[src/rtl/gtmr_pkg.sv]
package gtmr_pkg;
  localparam int DATA_W = 32;

  // word indices (byte address / 4)
  localparam int IDX_COUNT  = 0;
  localparam int IDX_RELOAD = 1;
  localparam int IDX_KICK   = 2;
  localparam int IDX_CTRL   = 3;
  localparam int IDX_OUTCFG = 6;

  localparam logic [15:0] KICK_KEY    = 16'h4755;
  localparam logic [7:0]  POL_HI_KEY  = 8'hA5;
  localparam logic [7:0]  POL_LO_KEY  = 8'h5A;
  localparam logic [7:0]  DRV_PP_KEY  = 8'hA8;
  localparam logic [7:0]  DRV_OD_KEY  = 8'h8A;

  typedef struct packed {
    logic full_chip;
    logic slow_tick;
    logic ext_sig;
    logic irq_en;
    logic sys_rst;
    logic enable;
  } ctrl_t;
endpackage

[src/rtl/gtmr_tick.sv]
module gtmr_tick #(
  parameter int PRESCALE = 24
) (
  input  logic clk,
  input  logic rst_n,
  input  logic clear,
  input  logic sel_slow,
  output logic tick
);
  localparam int PRE_W = (PRESCALE > 1) ? $clog2(PRESCALE) : 1;
  localparam logic [PRE_W-1:0] PRE_LAST = PRE_W'(PRESCALE - 1);

  logic [PRE_W-1:0] pre_q;
  logic             wrap;

  assign wrap = (pre_q == PRE_LAST);
  assign tick = sel_slow ? wrap : 1'b1;

  always_ff @(posedge clk or negedge rst_n) begin
    if (!rst_n)       pre_q <= '0;
    else if (clear)   pre_q <= '0;
    else if (wrap)    pre_q <= '0;
    else              pre_q <= pre_q + 1'b1;
  end


  pre_bound_chk: assert property (@(posedge clk) disable iff (!rst_n)
    pre_q <= PRE_LAST);


  pre_clear_chk: assert property (@(posedge clk) disable iff (!rst_n)
    clear |=> (pre_q == '0));
endmodule

[src/rtl/gtmr_count.sv]
module gtmr_count #(
  parameter int CNT_W = 32,
  parameter logic [CNT_W-1:0] COUNT_INIT = CNT_W'(32'h03EF1480)
) (
  input  logic             clk,
  input  logic             rst_n,
  input  logic             load,
  input  logic             start,
  input  logic             halt,
  input  logic             tick,
  input  logic             hold,
  input  logic [CNT_W-1:0] reload_val,
  output logic [CNT_W-1:0] count,
  output logic             hold_clear,
  output logic             reset_req
);
  logic             running_q;
  logic [CNT_W-1:0] count_q;
  logic             step;
  logic             last;
  logic             expire;

  assign step       = running_q && tick && !load && !halt;
  assign last       = (count_q <= CNT_W'(1));
  assign expire     = step && last;
  assign hold_clear = expire && hold;
  assign count      = count_q;

  always_ff @(posedge clk or negedge rst_n) begin
    if (!rst_n) begin
      count_q   <= COUNT_INIT;
      running_q <= 1'b0;
      reset_req <= 1'b0;
    end else begin
      reset_req <= expire && !hold;
      if (load) begin
        count_q   <= reload_val;
        running_q <= start;
      end else if (halt) begin
        running_q <= 1'b0;
      end else if (step) begin
        count_q <= last ? '0 : count_q - 1'b1;
        if (last) running_q <= 1'b0;
      end
    end
  end


  one_pulse_chk: assert property (@(posedge clk) disable iff (!rst_n)
    reset_req |=> !reset_req);


  stopped_after_chk: assert property (@(posedge clk) disable iff (!rst_n)
    reset_req |-> (!running_q && count_q == '0));


  no_rise_chk: assert property (@(posedge clk) disable iff (!rst_n)
    !load |=> (count_q <= $past(count_q)));
endmodule

[src/rtl/gtmr_regs.sv]
module gtmr_regs
  import gtmr_pkg::*;
#(
  parameter int CNT_W  = 32,
  parameter int PW_W   = 20,
  parameter int ADDR_W = 8,
  parameter logic [CNT_W-1:0] RELOAD_INIT = CNT_W'(32'h03EF1480)
) (
  input  logic              clk,
  input  logic              rst_n,
  input  logic              req_valid,
  input  logic              req_write,
  input  logic [ADDR_W-1:0] req_addr,
  input  logic [DATA_W-1:0] req_wdata,
  output logic              rd_valid,
  output logic [DATA_W-1:0] rd_data,
  input  logic [CNT_W-1:0]  count_val,
  input  logic              hold_clear,
  output ctrl_t             ctrl,
  output logic [CNT_W-1:0]  reload_val,
  output logic              load,
  output logic              start,
  output logic              halt
);
  localparam int IDX_W = ADDR_W - 2;
  localparam logic [IDX_W-1:0] W_COUNT  = IDX_W'(IDX_COUNT);
  localparam logic [IDX_W-1:0] W_RELOAD = IDX_W'(IDX_RELOAD);
  localparam logic [IDX_W-1:0] W_KICK   = IDX_W'(IDX_KICK);
  localparam logic [IDX_W-1:0] W_CTRL   = IDX_W'(IDX_CTRL);
  localparam logic [IDX_W-1:0] W_OUTCFG = IDX_W'(IDX_OUTCFG);
  localparam int GAP_W = 30 - PW_W;

  logic [IDX_W-1:0] idx;
  logic             wr_hit;
  logic             kick_ok;
  logic             ctrl_wr;
  logic             cfg_wr;
  logic [7:0]       top_byte;
  ctrl_t            ctrl_q;
  logic [CNT_W-1:0] reload_q;
  logic             pol_q;
  logic             drv_q;
  logic [PW_W-1:0]  pw_q;
  logic [DATA_W-1:0] rd_mux;
  logic             unused_addr_bits;

  assign unused_addr_bits = ^req_addr[1:0];
  assign idx      = req_addr[ADDR_W-1:2];
  assign wr_hit   = req_valid && req_write;
  assign top_byte = req_wdata[31:24];
  assign kick_ok  = wr_hit && (idx == W_KICK) && (req_wdata[15:0] == KICK_KEY);
  assign ctrl_wr  = wr_hit && (idx == W_CTRL) && (req_wdata[0] != ctrl_q.enable);
  assign cfg_wr   = wr_hit && (idx == W_OUTCFG);

  assign load  = kick_ok || (ctrl_wr && req_wdata[0]);
  assign start = (ctrl_wr && req_wdata[0]) || (kick_ok && ctrl_q.enable);
  assign halt  = ctrl_wr && !req_wdata[0];

  assign ctrl       = ctrl_q;
  assign reload_val = reload_q;

  // control word
  always_ff @(posedge clk or negedge rst_n) begin
    if (!rst_n)          ctrl_q <= '0;
    else if (ctrl_wr)    ctrl_q <= ctrl_t'(req_wdata[5:0]);
    else if (hold_clear) ctrl_q <= '0;
  end

  // reload word
  always_ff @(posedge clk or negedge rst_n) begin
    if (!rst_n) reload_q <= RELOAD_INIT;
    else if (wr_hit && idx == W_RELOAD) reload_q <= req_wdata[CNT_W-1:0];
  end

  // output-config word: keyed polarity / drive bits, plain pulse width
  always_ff @(posedge clk or negedge rst_n) begin
    if (!rst_n) begin
      pol_q <= 1'b0;
      drv_q <= 1'b0;
      pw_q  <= PW_W'(8'hFF);
    end else if (cfg_wr) begin
      pw_q <= req_wdata[PW_W-1:0];
      case (top_byte)
        POL_HI_KEY: pol_q <= 1'b1;
        POL_LO_KEY: pol_q <= 1'b0;
        DRV_PP_KEY: drv_q <= 1'b1;
        DRV_OD_KEY: drv_q <= 1'b0;
        default: ;
      endcase
    end
  end

  // read mux
  always_comb begin
    rd_mux = '0;
    case (idx)
      W_COUNT:  rd_mux = DATA_W'(count_val);
      W_RELOAD: rd_mux = DATA_W'(reload_q);
      W_CTRL:   rd_mux = DATA_W'(ctrl_q);
      W_OUTCFG: rd_mux = {pol_q, drv_q, {GAP_W{1'b0}}, pw_q};
      default:  rd_mux = '0;
    endcase
  end

  always_ff @(posedge clk or negedge rst_n) begin
    if (!rst_n) begin
      rd_valid <= 1'b0;
      rd_data  <= '0;
    end else begin
      rd_valid <= req_valid && !req_write;
      if (req_valid && !req_write) rd_data <= rd_mux;
    end
  end


  hold_clear_chk: assert property (@(posedge clk) disable iff (!rst_n)
    (hold_clear && !ctrl_wr) |=> !ctrl_q.enable);


  same_enable_ignored_chk: assert property (@(posedge clk) disable iff (!rst_n)
    (wr_hit && idx == W_CTRL && req_wdata[0] == ctrl_q.enable && !hold_clear)
      |=> $stable(ctrl_q));


  pol_set_chk: assert property (@(posedge clk) disable iff (!rst_n)
    (cfg_wr && top_byte == POL_HI_KEY) |=> pol_q);


  drv_keep_chk: assert property (@(posedge clk) disable iff (!rst_n)
    (cfg_wr && top_byte != DRV_PP_KEY && top_byte != DRV_OD_KEY) |=> $stable(drv_q));
endmodule

[src/rtl/guard_timer.sv]
module guard_timer
  import gtmr_pkg::*;
#(
  parameter int CNT_W    = 32,
  parameter int PW_W     = 20,
  parameter int ADDR_W   = 8,
  parameter int PRESCALE = 24,
  parameter logic [CNT_W-1:0] RELOAD_INIT = CNT_W'(32'h03EF1480)
) (
  input  logic              clk,
  input  logic              rst_n,
  input  logic              req_valid,
  input  logic              req_write,
  input  logic [ADDR_W-1:0] req_addr,
  input  logic [31:0]       req_wdata,
  output logic              rd_valid,
  output logic [31:0]       rd_data,
  input  logic              expiry_hold,
  output logic              reset_req,
  output logic              reset_mode
);
  ctrl_t            ctrl;
  logic [CNT_W-1:0] reload_val;
  logic [CNT_W-1:0] count;
  logic             load;
  logic             start;
  logic             halt;
  logic             tick;
  logic             hold_clear;

  gtmr_regs #(
    .CNT_W(CNT_W), .PW_W(PW_W), .ADDR_W(ADDR_W), .RELOAD_INIT(RELOAD_INIT)
  ) u_regs (
    .clk(clk), .rst_n(rst_n),
    .req_valid(req_valid), .req_write(req_write),
    .req_addr(req_addr), .req_wdata(req_wdata),
    .rd_valid(rd_valid), .rd_data(rd_data),
    .count_val(count), .hold_clear(hold_clear),
    .ctrl(ctrl), .reload_val(reload_val),
    .load(load), .start(start), .halt(halt)
  );

  gtmr_tick #(.PRESCALE(PRESCALE)) u_tick (
    .clk(clk), .rst_n(rst_n), .clear(load),
    .sel_slow(ctrl.slow_tick), .tick(tick)
  );

  gtmr_count #(.CNT_W(CNT_W), .COUNT_INIT(RELOAD_INIT)) u_count (
    .clk(clk), .rst_n(rst_n),
    .load(load), .start(start), .halt(halt),
    .tick(tick), .hold(expiry_hold),
    .reload_val(reload_val), .count(count),
    .hold_clear(hold_clear), .reset_req(reset_req)
  );

  assign reset_mode = ctrl.full_chip;


  key_load_chk: assert property (@(posedge clk) disable iff (!rst_n)
    load |=> (count == $past(reload_val)));


  hold_no_req_chk: assert property (@(posedge clk) disable iff (!rst_n)
    hold_clear |=> !reset_req);
endmodule

[config.mk]
export PLATFORM = sky130hd
export DESIGN_NAME = guard_timer
export DESIGN_NICKNAME = d
export VERILOG_FILES = /design/src/rtl/gtmr_pkg.sv /design/src/rtl/gtmr_tick.sv /design/src/rtl/gtmr_count.sv /design/src/rtl/gtmr_regs.sv /design/src/rtl/guard_timer.sv
export SDC_FILE = /design/constraint.sdc
export NUM_CORES = 1
export LEC_CHECK = 0
export BUFFER_PORTS_ARGS = -buffer_cell sky130_fd_sc_hd__buf_2
export CAP_MARGIN = 20
export CELL_PAD_IN_SITES_DETAIL_PLACEMENT = 0
export CELL_PAD_IN_SITES_GLOBAL_PLACEMENT = 1
export CORE_ASPECT_RATIO = 1.25
export CORE_UTILIZATION = 50
export CTS_BUF_LIST = sky130_fd_sc_hd__clkbuf_16
export DETAILED_ROUTE_END_ITERATION = 16
export GPL_TIMING_DRIVEN = 0
export PLACE_DENSITY_LB_ADDON = 0.1
export SLEW_MARGIN = 15
export SYNTH_ARGS = -nofsm -noshare
export SYNTH_HDL_FRONTEND = slang
export SYNTH_HIERARCHICAL = 1
export SYNTH_SLANG_ARGS = --single-unit
[constraint.sdc]
create_clock -name clk -period 7.9 [get_ports clk]
set_clock_uncertainty 0.2 [all_clocks]
set_input_delay 1.975 -clock clk [delete_from_list [all_inputs] [get_ports clk]]
set_output_delay 1.975 -clock clk [all_outputs]
set_load 0.05 [all_outputs]
======== Word level (Yosys, flattened, before mapping) ========
Cells that the tools add are included.
Widths: inputs -> output; s select.
storage, ports and cells
  RAM bits ................................ 0
  latch bits .............................. 0
  word-level logic and storage cells ...... 82
  memories ................................ 0
  memory bits (read-only) ................. 0
  register bits after elaboration ......... 132
  bits of input ports ..................... 45
cells by class
  equality and inequality tests ........... 12
  reductions and logical operators ........ 35
  order comparisons ....................... 1
  mux-type cells .......................... 16
  bitwise gates (word level) .............. 0
  shift operators ......................... 0
  divide/modulo/power cells ............... 0
  add/subtract/negate cells ............... 2
  $mul .................................... 0
operators with widths
  cell                   count
  $mux 32                4
  $pmux 32 s4            1
  $le 32x1->1 const B    1
  $sub 32x1->32 const B  1
  $eq 8x8->1 const B     3
  $logic_and 1x1->1      17
  $eq 16x15->1 const B   1
  $eq 6x2->1 const B     2
  $mux 6                 2
  $mux 5                 2
  $eq 8x7->1 const B     1
  $reduce_and 2->1       4
  $reduce_bool 2->1      4
  $eq 6x1->1 const B     1
  $eq 6x3->1 const B     1
  $logic_not 6->1        1
  $reduce_bool 3->1      2
  $add 5x1->5 const B    1
  $eq 5x5->1 const B     1
  $logic_not 1->1        5
  $mux 1                 5
  $pmux 1 s2             2
  $logic_or 1x1->1       2
  $ne 2x1->1 const B     1
  $ne 1x1->1             1

======== Depth between registers and ports, before layout ========
Gate-level depths: netlist of the first run.
  depth after elaboration ................. 12
  mapped depth ............................ 11

======== Modules after synthesis ========
Netlist of the first run, hierarchy kept.
by module, submodules not included
  module      area each (um^2)  seq. area each (um^2)  cells an instance  instances
  gtmr_regs   4192.8            2352.3                 337                1
  gtmr_count  2222.1            865.8                  252                1
  gtmr_tick   227.7             125.1                  19                 1

======== Worst setup path after synthesis of the first run ========
OpenSTA, ideal clock, no wires.
  path kind ............................... input -> register
  start ................................... input port req_addr[7]
  end ..................................... register u_count.count_q[7] (netlist: u_count/count[7])
  library setup time ...................... 79 ps
  arrival time ............................ 4589 ps
  data required time ...................... 7621 ps
  path buffers ............................ 2
  stages .................................. 10
  slack ................................... 3032 ps
  path through ............................ or4_1 -> clkbuf_1 -> nor4_1 -> nand2_1 -> nand2_1 -> clkbuf_1 -> o21ai_1 -> or4_2 -> xor2_1 -> o21ai_0
on the way
  word-level cells in the longest chain between the ends .. 10
  elaborated cells between the ends (all ways) .. 17
  classes of those cells .................. 3 x eq/ne; 1 x mux; 13 x reduce/logical
ends and longest elaborated chain
  item                             line               text
  start: declaration               guard_timer.sv:14  input logic [ADDR_W-1:0] req_addr,
  $eq 6x2->1                       gtmr_regs.sv:52    assign ctrl_wr = wr_hit && (idx == W_CTRL) && (req_wdata[0] != ctrl_q.enable);
  $logic_and 1x1->1 (2 in series)  gtmr_regs.sv:52
  $logic_and 1x1->1                gtmr_regs.sv:55    assign load = kick_ok || (ctrl_wr && req_wdata[0]);
  $logic_or 1x1->1 *               gtmr_regs.sv:55
  net load                         guard_timer.sv:25  logic load;
  $logic_not 1->1                  gtmr_count.sv:23   assign step = running_q && tick && !load && !halt;
  $logic_and 1x1->1 (2 in series)  gtmr_count.sv:23
  $reduce_bool 2->1 (no line)      -
  $reduce_and 2->1 (no line)       -
  end signal: assignment           gtmr_count.sv:37   count_q <= reload_val;
  end signal: assignment           gtmr_count.sv:42   count_q <= last ? '0 : count_q - 1'b1;
  end: declaration                 gtmr_count.sv:18   logic [CNT_W-1:0] count_q;
Mark *: on every way through the listed nets, which the timed path passes. The rest lies on a longest branch.
A chain may end at the register's enable or synchronous reset.

======== Worst setup path after layout of the first run ========
Same ends and word-level chain as after synthesis.

==> results of run 1 <==
-- power by group through the flow --
stage	sequential (mW)	combinational (mW)	clock, mW
after CTS	0.758	0.144	0.887
final	0.760	0.144	0.873
after detailed placement	0.769	0.143	0
after global routing	0.764	0.161	0.913
after global placement	0.767	0.135	0
after floorplan	0.759	0.0850	0
-- per-stage QoR --
step | utilization [%] | total power [mW] | cells | area (µm²) | hold slack [ns]
3_5_place_dp | 56.7 | 0.912 | 854 | 7270 | 0.249
6_report | 61.8 | 1.78 | 886 | 7930 | 0.252
4_1_cts | 61.8 | 1.79 | 886 | 7930 | 0.257
5_1_grt | 61.8 | 1.84 | 886 | 7930 | 0.291
2_1_floorplan | - | 0.844 | 608 | 6640 | 0.232
3_3_place_gp | 56.4 | 0.902 | 853 | 7240 | 0.247
-- cell families after synthesis --
| group | synth area share (%) |
|---|---|
| and+or+nand+nor | 16.2 |
| xor gates and xnor gates | 2.77 |
| adders and majority gates | 0.565 |
| DFF | 50.3 |
| muxes | 8.97 |
| AOI/OAI and AO/OA | 17.5 |
| buffers and inverters | 3.60 |
-- layout make-up --
cell class                 instances  area share [%]
buffer                            38            2.40
clock buffer                      17            5.37
clock inverter                    15            2.89
inverter                          13           0.616
multi-input combinational        425            38.6
sequential                       132            42.2
tap                              168            2.65
timing repair buffer              78            5.29
-- worst max path at each step --
stage / from / end / slack, ns / depth (start not counted)
2_1_floorplan: req_addr[7] / u_count/count[7] / 3.03 / 10
3_3_place_gp: req_addr[7] / u_count/count[23] / 2.37 / 11
3_5_place_dp: req_addr[7] / u_count/count[7] / 2.31 / 11
4_1_cts: req_addr[7] / u_count/count[7] / 2.74 / 11
5_1_grt: req_addr[7] / u_count/count[21] / 2.32 / 11
6_report: req_addr[7] / u_count/count[7] / 2.63 / 11
-- placed cells by master, fill, tap and decap left out, types with 6 or more instances in the layout --
| cell | instances |
|---|---|
| a222oi_1 | 6 |
| a22o_1 | 17 |
| a22oi_1 | 40 |
| a31oi_1 | 7 |
| buf_2 | 84 |
| clkbuf_1 | 22 |
| clkbuf_16 | 17 |
| dfrtp_1 | 100 |
| dfstp_2 | 32 |
| inv_1 | 14 |
| mux2_1 | 30 |
| mux2_2 | 22 |
| nand2_1 | 58 |
| nand2b_1 | 9 |
| nand3_1 | 11 |
| nand4_1 | 11 |
| nor2_1 | 22 |
| nor3_1 | 15 |
| nor4_1 | 11 |
| o21ai_0 | 25 |
| o21ai_1 | 16 |
| o2bb2ai_1 | 16 |
| xnor2_1 | 17 |
-- sequential cells by signal (all words and copies together) (netlist names) --
signal             flops
u_regs/pw_q           20
u_count/running_q      1
u_regs/ctrl            6
u_regs/drv_q           1
u_regs/rd_valid        1
u_count/count         32
u_regs/pol_q           1
u_tick/pre_q           5
u_regs/reload_val     32
u_count/reset_req      1
u_regs/rd_data        32
-- routing by layer --
layer,global-route usage [%],part of all wire (%),up-vias
met3,5.51,5.2,37
met4,13.8,3.0,0
met1,38.2,43,2759
met5,0,0,-
li1,-,-,2492
met2,50.1,49,187
==> impl_metrics.env, run 1 <==
export IMPL_clk_pin_slew_ns=0.06
export IMPL_die_h_um=131
export IMPL_avgSynthCellArea_um2=10.9
export IMPL_avgViaCountPerCell=6.18
export IMPL_synthesis_nets=656
export IMPL_grt_use_total_pct=30.0
export IMPL_layout_drive_gt1_share_pct=27.6
export IMPL_critPathRequiredTime_ns=8.04
export IMPL_multi_input_area_um2=3060
export IMPL_p_seq_share_pct=42.7
export IMPL_die_w_um=105
export IMPL_cts_resized=0
export IMPL_drt_iter0_drc=370
export IMPL_syn_to_final_growth_pct=19.3
export IMPL_clkPwrFrac_pct=49.1
export IMPL_synth_most_common_cell="dfrtp_1"
export IMPL_p_leak_nw=3.44
export IMPL_clk_latency_ns=0.42
export IMPL_yosys_warnings=6
export IMPL_p_comb_share_pct=8.1
export IMPL_ys_top_cells_by_area="dfrtp_1 38%, dfstp_2 13%, mux2_1 5.1%, a22oi_1 4.5%, mux2_2 3.7%"
export IMPL_maxCapViolCount=0
export IMPL_grt_pass1_vias=5595
export IMPL_slowest_delay_ns=0.65
export IMPL_globalRoute_totalOverflow=0
export IMPL_n_antenna_cell=0
export IMPL_routedWlPerCell_um=21.9
export IMPL_r2r_end="u_count/count[7]"
export IMPL_drc=0
export IMPL_r2r_cells=9
export IMPL_clock_fmax_ghz=0.190
export IMPL_ys_seq_area_share_pct=50.3
export IMPL_root_buffer="clkbuf_16"
export IMPL_ys_types=70
export IMPL_relSlewSlack_pct=32.8
export IMPL_place_congestion=0.878
export IMPL_clk_path_buf_depth=2
export IMPL_final_setup_tns_ns=0
export IMPL_critPathKind="in2reg"
export IMPL_grt_pass1_wl_um=30800
export IMPL_synth_top_area_share_pct=37.7
export IMPL_cp_data_arrival_time_ns=5.42
export IMPL_post_cts_buffers=0
export IMPL_finalHoldViolCount=0
export IMPL_cts_buffers=17
export IMPL_antenna_left=0
export IMPL_pre_cts_ws_ns=2.31
export IMPL_cts_sinks=132
export IMPL_initial_core_util_pct=51.8
export IMPL_antenna_found_initial=0
export IMPL_crit_path_end_kind="flop"
export IMPL_dieArea_um2=13800
export IMPL_switchingPower_mw=0.430
export IMPL_syn_area_um2=6640
export IMPL_setup_slack_ns=2.63
export IMPL_seqCellArea_um2=3340
export IMPL_tightest_slew_ns=1.01
export IMPL_r2r_start="u_regs/ctrl[0]"
export IMPL_path_buf_inv=3
export IMPL_ys_top_cells_by_count="100 x dfrtp_1, 58 x nand2_1, 40 x a22oi_1"
export IMPL_grt_max_degree=73
export IMPL_cpMaxStageDelayCell="nor4_1"
export IMPL_path_max_fanout=7
export IMPL_status="finished clean"
export IMPL_setup_worst_path_start_class="input pin"
export IMPL_critPathTopFamily="simple AND/OR/NAND/NOR gates"
export IMPL_fin_crit_ns=5.27
export IMPL_dr_total_vias=5475
export IMPL_slew_viol_final=0
export IMPL_synth_edf_count=0
export IMPL_hold_end="u_tick/pre_q[0]"
export IMPL_finalNetCount=753
export IMPL_num_rows=46
export IMPL_rrSetupSlack_ns=4.56
export IMPL_ys_flop_type="dfrtp_1"
export IMPL_core_um2=12800
export IMPL_cts_tree="yes"
export IMPL_cts_max_level=4
export IMPL_fin_crit_sh_pct=66.7
export IMPL_worstPathCellList="buf_2 > or4_1 > clkbuf_1 > nor4_1 > nand2_1 > nand2_1 > clkbuf_1 > o21ai_1 > or4_2 > xor2_1 > o21ai_0"
export IMPL_dp_final_hpwl_um=13900
export IMPL_setup_viol=0
export IMPL_firstDrtPassIters=7
export IMPL_hp_class="reg2reg"
export IMPL_synthArstFlopShare_pct=100
export IMPL_postCtsHoldBufs=0
export IMPL_powerDensity_nw_per_um2=224
export IMPL_ys_seq_elements=132
export IMPL_synth_area_leader_cell="dfrtp_1"
export IMPL_wl_um=19400
export IMPL_syn_inst=608
export IMPL_boundaryPins=80
export IMPL_swShare_pct=24.2
export IMPL_whs_path_depth=1
export IMPL_port_buffers=77
export IMPL_power_internal_mw=1.35
export IMPL_fill_cells=1103
export IMPL_rsz0062_at_grt="false"
export IMPL_worstHoldStart="u_tick/pre_q[0]"
export IMPL_ir_drop_mv=0.160
(Power assumes the default switching activity.)
==> run 2, diff against run 1 <==
Settings changed: CORE_UTILIZATION 50 to 46.
Clock period 7.9 ns to 5.45 ns, I/O delays scaled along.
==> run 2 against run 1 <==
Compared with the run above: sequential share of layout area grew 0.27 points; critical path depth shrank 1; via count shrank 0.77%; largest power group unchanged; critical path type unchanged; wire length shrank 0.13%; combinational power grew 43%; total power grew 38%; non-clock buffer count is the same; clock power grew 32%; sequential cell count is the same; die area grew 8.5%; design area shrank 0.63%; global-route usage shrank 2.3 points.
==> impl_metrics.env, run 2 (synthesized netlist as in run 1, its figures left out) <==
export IMPL_p_leak_nw=3.41
export IMPL_drc=0
export IMPL_clk_path_buf_depth=2
export IMPL_path_common_cell="clkbuf_1"
export IMPL_ir_drop_mv=0.189
export IMPL_cts_tree="yes"
export IMPL_dp_final_hpwl_um=13900
export IMPL_antenna_found_initial=1
export IMPL_cts_buffers=17
export IMPL_avgViaCountPerCell=6.08
export IMPL_wl_um=19300
export IMPL_clock_fmax_ghz=0.215
export IMPL_dieArea_um2=14900
export IMPL_dp_cells=861
export IMPL_critPathKind="in2reg"
export IMPL_num_rows=48
export IMPL_worstHoldStart="u_tick/pre_q[0]"
export IMPL_layout_common_cells="100 x dfrtp_1, 84 x buf_2, 58 x nand2_1"
export IMPL_slew_viol_final=0
export IMPL_cpMaxStageDelayCell="or4_1"
export IMPL_n_antenna_cell=0
export IMPL_root_buffer="clkbuf_16"
export IMPL_globalRoute_totalOverflow=0
export IMPL_clk_latency_ns=0.42
export IMPL_finalNetCount=753
export IMPL_drt_iter0_drc=388
export IMPL_routedWlPerCell_um=21.7
export IMPL_m1WireLength_um=8270
export IMPL_grt_pass1_wl_um=30400
export IMPL_dr_total_vias=5433
export IMPL_grt_pass1_vias=5536
export IMPL_wl_met2_um=9660
export IMPL_core_um2=13900
export IMPL_clk_pin_slew_ns=0.06
export IMPL_worstPathCellList="buf_2 > nor4b_1 > nand4_1 > or4_1 > nand2_1 > clkbuf_1 > clkbuf_1 > clkbuf_1 > nand2_1 > o21ai_1"
export IMPL_antenna_left=0
export IMPL_cts_sinks=132
export IMPL_postCtsHoldBufs=0
export IMPL_slowest_delay_ns=0.63
export IMPL_maxCapViolCount=0
export IMPL_rsz0062_at_grt="false"
export IMPL_wl_met3_um=926
export IMPL_final_setup_tns_ns=0
export IMPL_fin_crit_sh_pct=85.3
export IMPL_grt_use_total_pct=27.6
export IMPL_fin_cells=893
export IMPL_syn_to_final_growth_pct=18.6
export IMPL_cts_resized=0
export IMPL_worstSetupEndpoint="u_count/count[23]"
export IMPL_finalHoldViolCount=0
export IMPL_p_total_mw=2.45
export IMPL_path_max_fanout=10
export IMPL_rrSetupSlack_ns=2.12
export IMPL_cp_data_arrival_time_ns=4.80
export IMPL_top_layer="met4"
export IMPL_hp_class="reg2reg"
export IMPL_r2r_start="u_regs/ctrl[0]"
export IMPL_setup_viol=0
export IMPL_worstSetupStartpoint="req_wdata[3]"
export IMPL_r2r_end="u_count/count[23]"
export IMPL_post_cts_buffers=0
export IMPL_place_congestion=0.880
export IMPL_firstDrtPassIters=7
export IMPL_whs_path_depth=1
export IMPL_powerDensity_nw_per_um2=311
export IMPL_die_h_um=136
export IMPL_grt_max_degree=72
export IMPL_layout_drive_gt1_share_pct=27.7
export IMPL_tightest_slew_ns=1.04
export IMPL_r2r_cells=9
export IMPL_status="finished clean"
export IMPL_fin_crit_ns=4.65
export IMPL_final_common_cell="dfrtp_1"
export IMPL_port_buffers=77
export IMPL_initial_core_util_pct=47.7
export IMPL_fill_cells=1256
export IMPL_setup_worst_path_start_class="input pin"
export IMPL_boundaryPins=80
export IMPL_crit_path_end_kind="flop"
export IMPL_die_w_um=109
export IMPL_cts_max_level=4
export IMPL_critPathRequiredTime_ns=5.60
export IMPL_relSlewSlack_pct=30.3
[run 2: cell count changes in the layout (fill, tap and decap cells not counted)]
cell	delta
inv_1	-1
bufinv_16	-3
clkinv_4	+3
inv_6	+1
[run 2: worst min-delay path by stage]
stage                        end  slack (ns)
2_1_floorplan    u_tick/pre_q[0]        0.23
3_5_place_dp     u_tick/pre_q[0]        0.25
3_3_place_gp     u_tick/pre_q[0]        0.25
4_1_cts          u_tick/pre_q[0]        0.26
5_1_grt        u_count/count[18]        0.30
6_report         u_tick/pre_q[0]        0.26
[run 2: final cells by class]
type,instances,area (µm²),area share [%]
sequential,132,3340,42.4
multi-input combinational,425,3060,38.9
clock buffer,17,425,5.40
timing repair buffer,78,419,5.32
tap,175,219,2.78
buffer,38,190,2.41
clock inverter,15,170,2.16
inverter,13,48.8,0.620
[run 2: worst max-delay path, delay by kind of cell]
family	cells	cell delay (ns)
buffers and inverters	4	1.60
and+or+nand+nor	5	1.72
AOI/OAI and AO/OA	1	0.11
[run 2: power breakdown]
part | leakage, nW | switching [mW] | internal [mW]
clock | 0.287 | 0.462 | 0.684
sequential | 1.68 | 0.0528 | 1.05
combinational | 1.44 | 0.119 | 0.0869
[run 2: metal layers]
layer,vias to the layer above,track usage [%]
met5,-,0
met4,0,10.8
met3,32,4.79
met2,169,46.5
met1,2731,35.1
li1,2501,-
[run 2: metrics by stage]
stage / util, % / hold slack (ns) / worst slack [ns] / cell area, µm²
floorplan: - / 0.232 / 1.19 / 6640
finish: 56.5 / 0.263 / 0.802 / 7880
CTS: 56.5 / 0.261 / 0.870 / 7880
global placement: 52.0 / 0.246 / 0.504 / 7250
detailed placement: 52.3 / 0.251 / 0.423 / 7280
global route: 56.5 / 0.296 / 0.583 / 7880
==> run 3, diff against run 2 <==
Settings changed: CORE_ASPECT_RATIO 1.25 to 2.
==> run 3 against run 2 <==
Compared with the run above: global-route usage grew 0.66 points; register-to-register slack worse by 0.12 ns; via count unchanged; core utilization fell by 0.24 points; critical path type unchanged; clock-buffer cell count is the same; non-clock buffer count is the same; largest cell class unchanged; die area increased by 0.17%; setup slack lost 0.17 ns; wire length rose by 2.5%.
==> impl_metrics.env, run 3 (synthesized netlist as in run 1, its figures left out) <==
export IMPL_dieArea_um2=15000
export IMPL_final_common_cell="dfrtp_1"
export IMPL_avgViaCountPerCell=6.00
export IMPL_cpMaxStageDelayCell="nor4_1"
export IMPL_final_setup_tns_ns=0
export IMPL_routedWlPerCell_um=21.9
export IMPL_setup_worst_path_start_class="input pin"
export IMPL_dpl_cell_area_um2=7300
export IMPL_relSlewSlack_pct=36.7
export IMPL_core_um2=14000
export IMPL_cts_sinks=132
export IMPL_boundaryPins=80
export IMPL_grt_use_total_pct=28.3
export IMPL_grt_max_degree=84
export IMPL_cts_max_level=4
export IMPL_die_h_um=172
export IMPL_hp_class="reg2reg"
export IMPL_grt_pass1_wl_um=31100
export IMPL_slowest_delay_ns=0.66
export IMPL_clk_pin_slew_ns=0.06
export IMPL_critPathKind="in2reg"
export IMPL_clock_fmax_ghz=0.208
export IMPL_wl_um=19800
export IMPL_cp_data_arrival_time_ns=4.95
export IMPL_crit_path_end_kind="flop"
export IMPL_place_congestion=0.955
export IMPL_finalNetCount=753
export IMPL_pre_cts_ws_ns=0.355
export IMPL_num_rows=61
export IMPL_die_w_um=87.0
export IMPL_powerDensity_nw_per_um2=307
export IMPL_antenna_left=0
export IMPL_setup_viol=0
export IMPL_rsz0062_at_grt="false"
export IMPL_grt_pass1_vias=5621
export IMPL_critPathTopFamily="simple AND/OR/NAND/NOR gates"
export IMPL_root_buffer="clkbuf_16"
export IMPL_setup_slack_ns=0.636
export IMPL_fin_crit_sh_pct=88.3
export IMPL_path_buf_inv=5
export IMPL_slew_viol_final=0
export IMPL_critPathRequiredTime_ns=5.59
export IMPL_syn_to_final_growth_pct=18.4
export IMPL_fin_crit_ns=4.81
export IMPL_cts_tree="yes"
export IMPL_dp_final_hpwl_um=14500
export IMPL_path_max_fanout=10
export IMPL_drc=0
export IMPL_firstDrtPassIters=7
export IMPL_status="finished clean"
export IMPL_port_buffers=77
export IMPL_layout_common_cells="100 x dfrtp_1, 84 x buf_2, 58 x nand2_1"
export IMPL_globalRoute_totalOverflow=0
export IMPL_cts_buffers=17
export IMPL_ir_drop_mv=0.201
export IMPL_clk_path_buf_depth=2
export IMPL_post_cts_buffers=0
export IMPL_n_antenna_cell=0
export IMPL_cts_resized=0
export IMPL_dr_total_vias=5433
export IMPL_tightest_slew_ns=0.948
export IMPL_postCtsHoldBufs=0
export IMPL_layout_drive_gt1_share_pct=27.5
export IMPL_initial_core_util_pct=47.6
export IMPL_maxCapViolCount=0
export IMPL_p_total_mw=2.41
export IMPL_path_common_cell="clkbuf_1"
export IMPL_antenna_found_initial=0
export IMPL_clk_latency_ns=0.42
export IMPL_fill_cells=1295
export IMPL_finalInstanceArea_um2=7860
export IMPL_finalHoldViolCount=0
export IMPL_p_leak_nw=3.40
export IMPL_drt_iter0_drc=354
export IMPL_worstPathCellList="buf_2 > or4_1 > clkbuf_1 > nor4_1 > nand2_1 > nand2_1 > clkbuf_1 > clkbuf_1 > clkbuf_1 > nand2_1 > o21ai_1"
==> run 3: path summary, 6_finish.rpt <==
kind                       slack, ns  cells after the start                  to             from
min in group asynchronous       0.80                      1  u_regs/rd_data[28]            rst_n
min                             0.27                      1     u_tick/pre_q[0]  u_tick/pre_q[0]
max reg2reg                     2.00                      9   u_count/count[22]   u_regs/ctrl[0]
max                             0.64                     11   u_count/count[22]      req_addr[7]
min reg2reg                     0.27                      1     u_tick/pre_q[0]  u_tick/pre_q[0]
max in group asynchronous       3.46                      2   u_count/count[10]            rst_n
==> run 3: layout make-up <==
type                            instances  area, µm²  area share (%)
Tap cell                              189        236            3.01
Clock inverter                         14        139            1.77
Clock buffer                           17        425            5.41
Timing Repair Buffer                   78        419            5.33
Sequential cell                       132       3340            42.5
Buffer                                 38        190            2.42
Multi-Input combinational cell        425       3060            38.9
Inverter                               13       48.8           0.621
==> run 3: power breakdown <==
part / internal (mW) / switching (mW) / leakage [nW]
registers: 1.05 / 0.0532 / 1.68
logic: 0.0869 / 0.119 / 1.44
clock network: 0.667 / 0.437 / 0.280
total: 1.80 / 0.609 / 3.40
==> run 3: metal layers <==
metal / track usage, % / wire length (µm) / part of all wire (%) / vias to the layer above
li1: - / - / - / 2493
met1: 31.3 / 7580 / 38 / 2729
met2: 50.8 / 10600 / 54 / 162
met3: 3.68 / 596 / 3.0 / 49
met4: 16.7 / 986 / 5.0 / 0
met5: 0 / 0 / 0 / -
==> run 3: stage by stage <==
stage	cells	util (%)	hold slack (ns)
2_1_floorplan	608	-	0.232
4_1_cts	906	56.3	0.270
3_5_place_dp	875	52.3	0.261
5_1_grt	906	56.3	0.301
6_report	906	56.3	0.266
3_3_place_gp	874	52.0	0.253
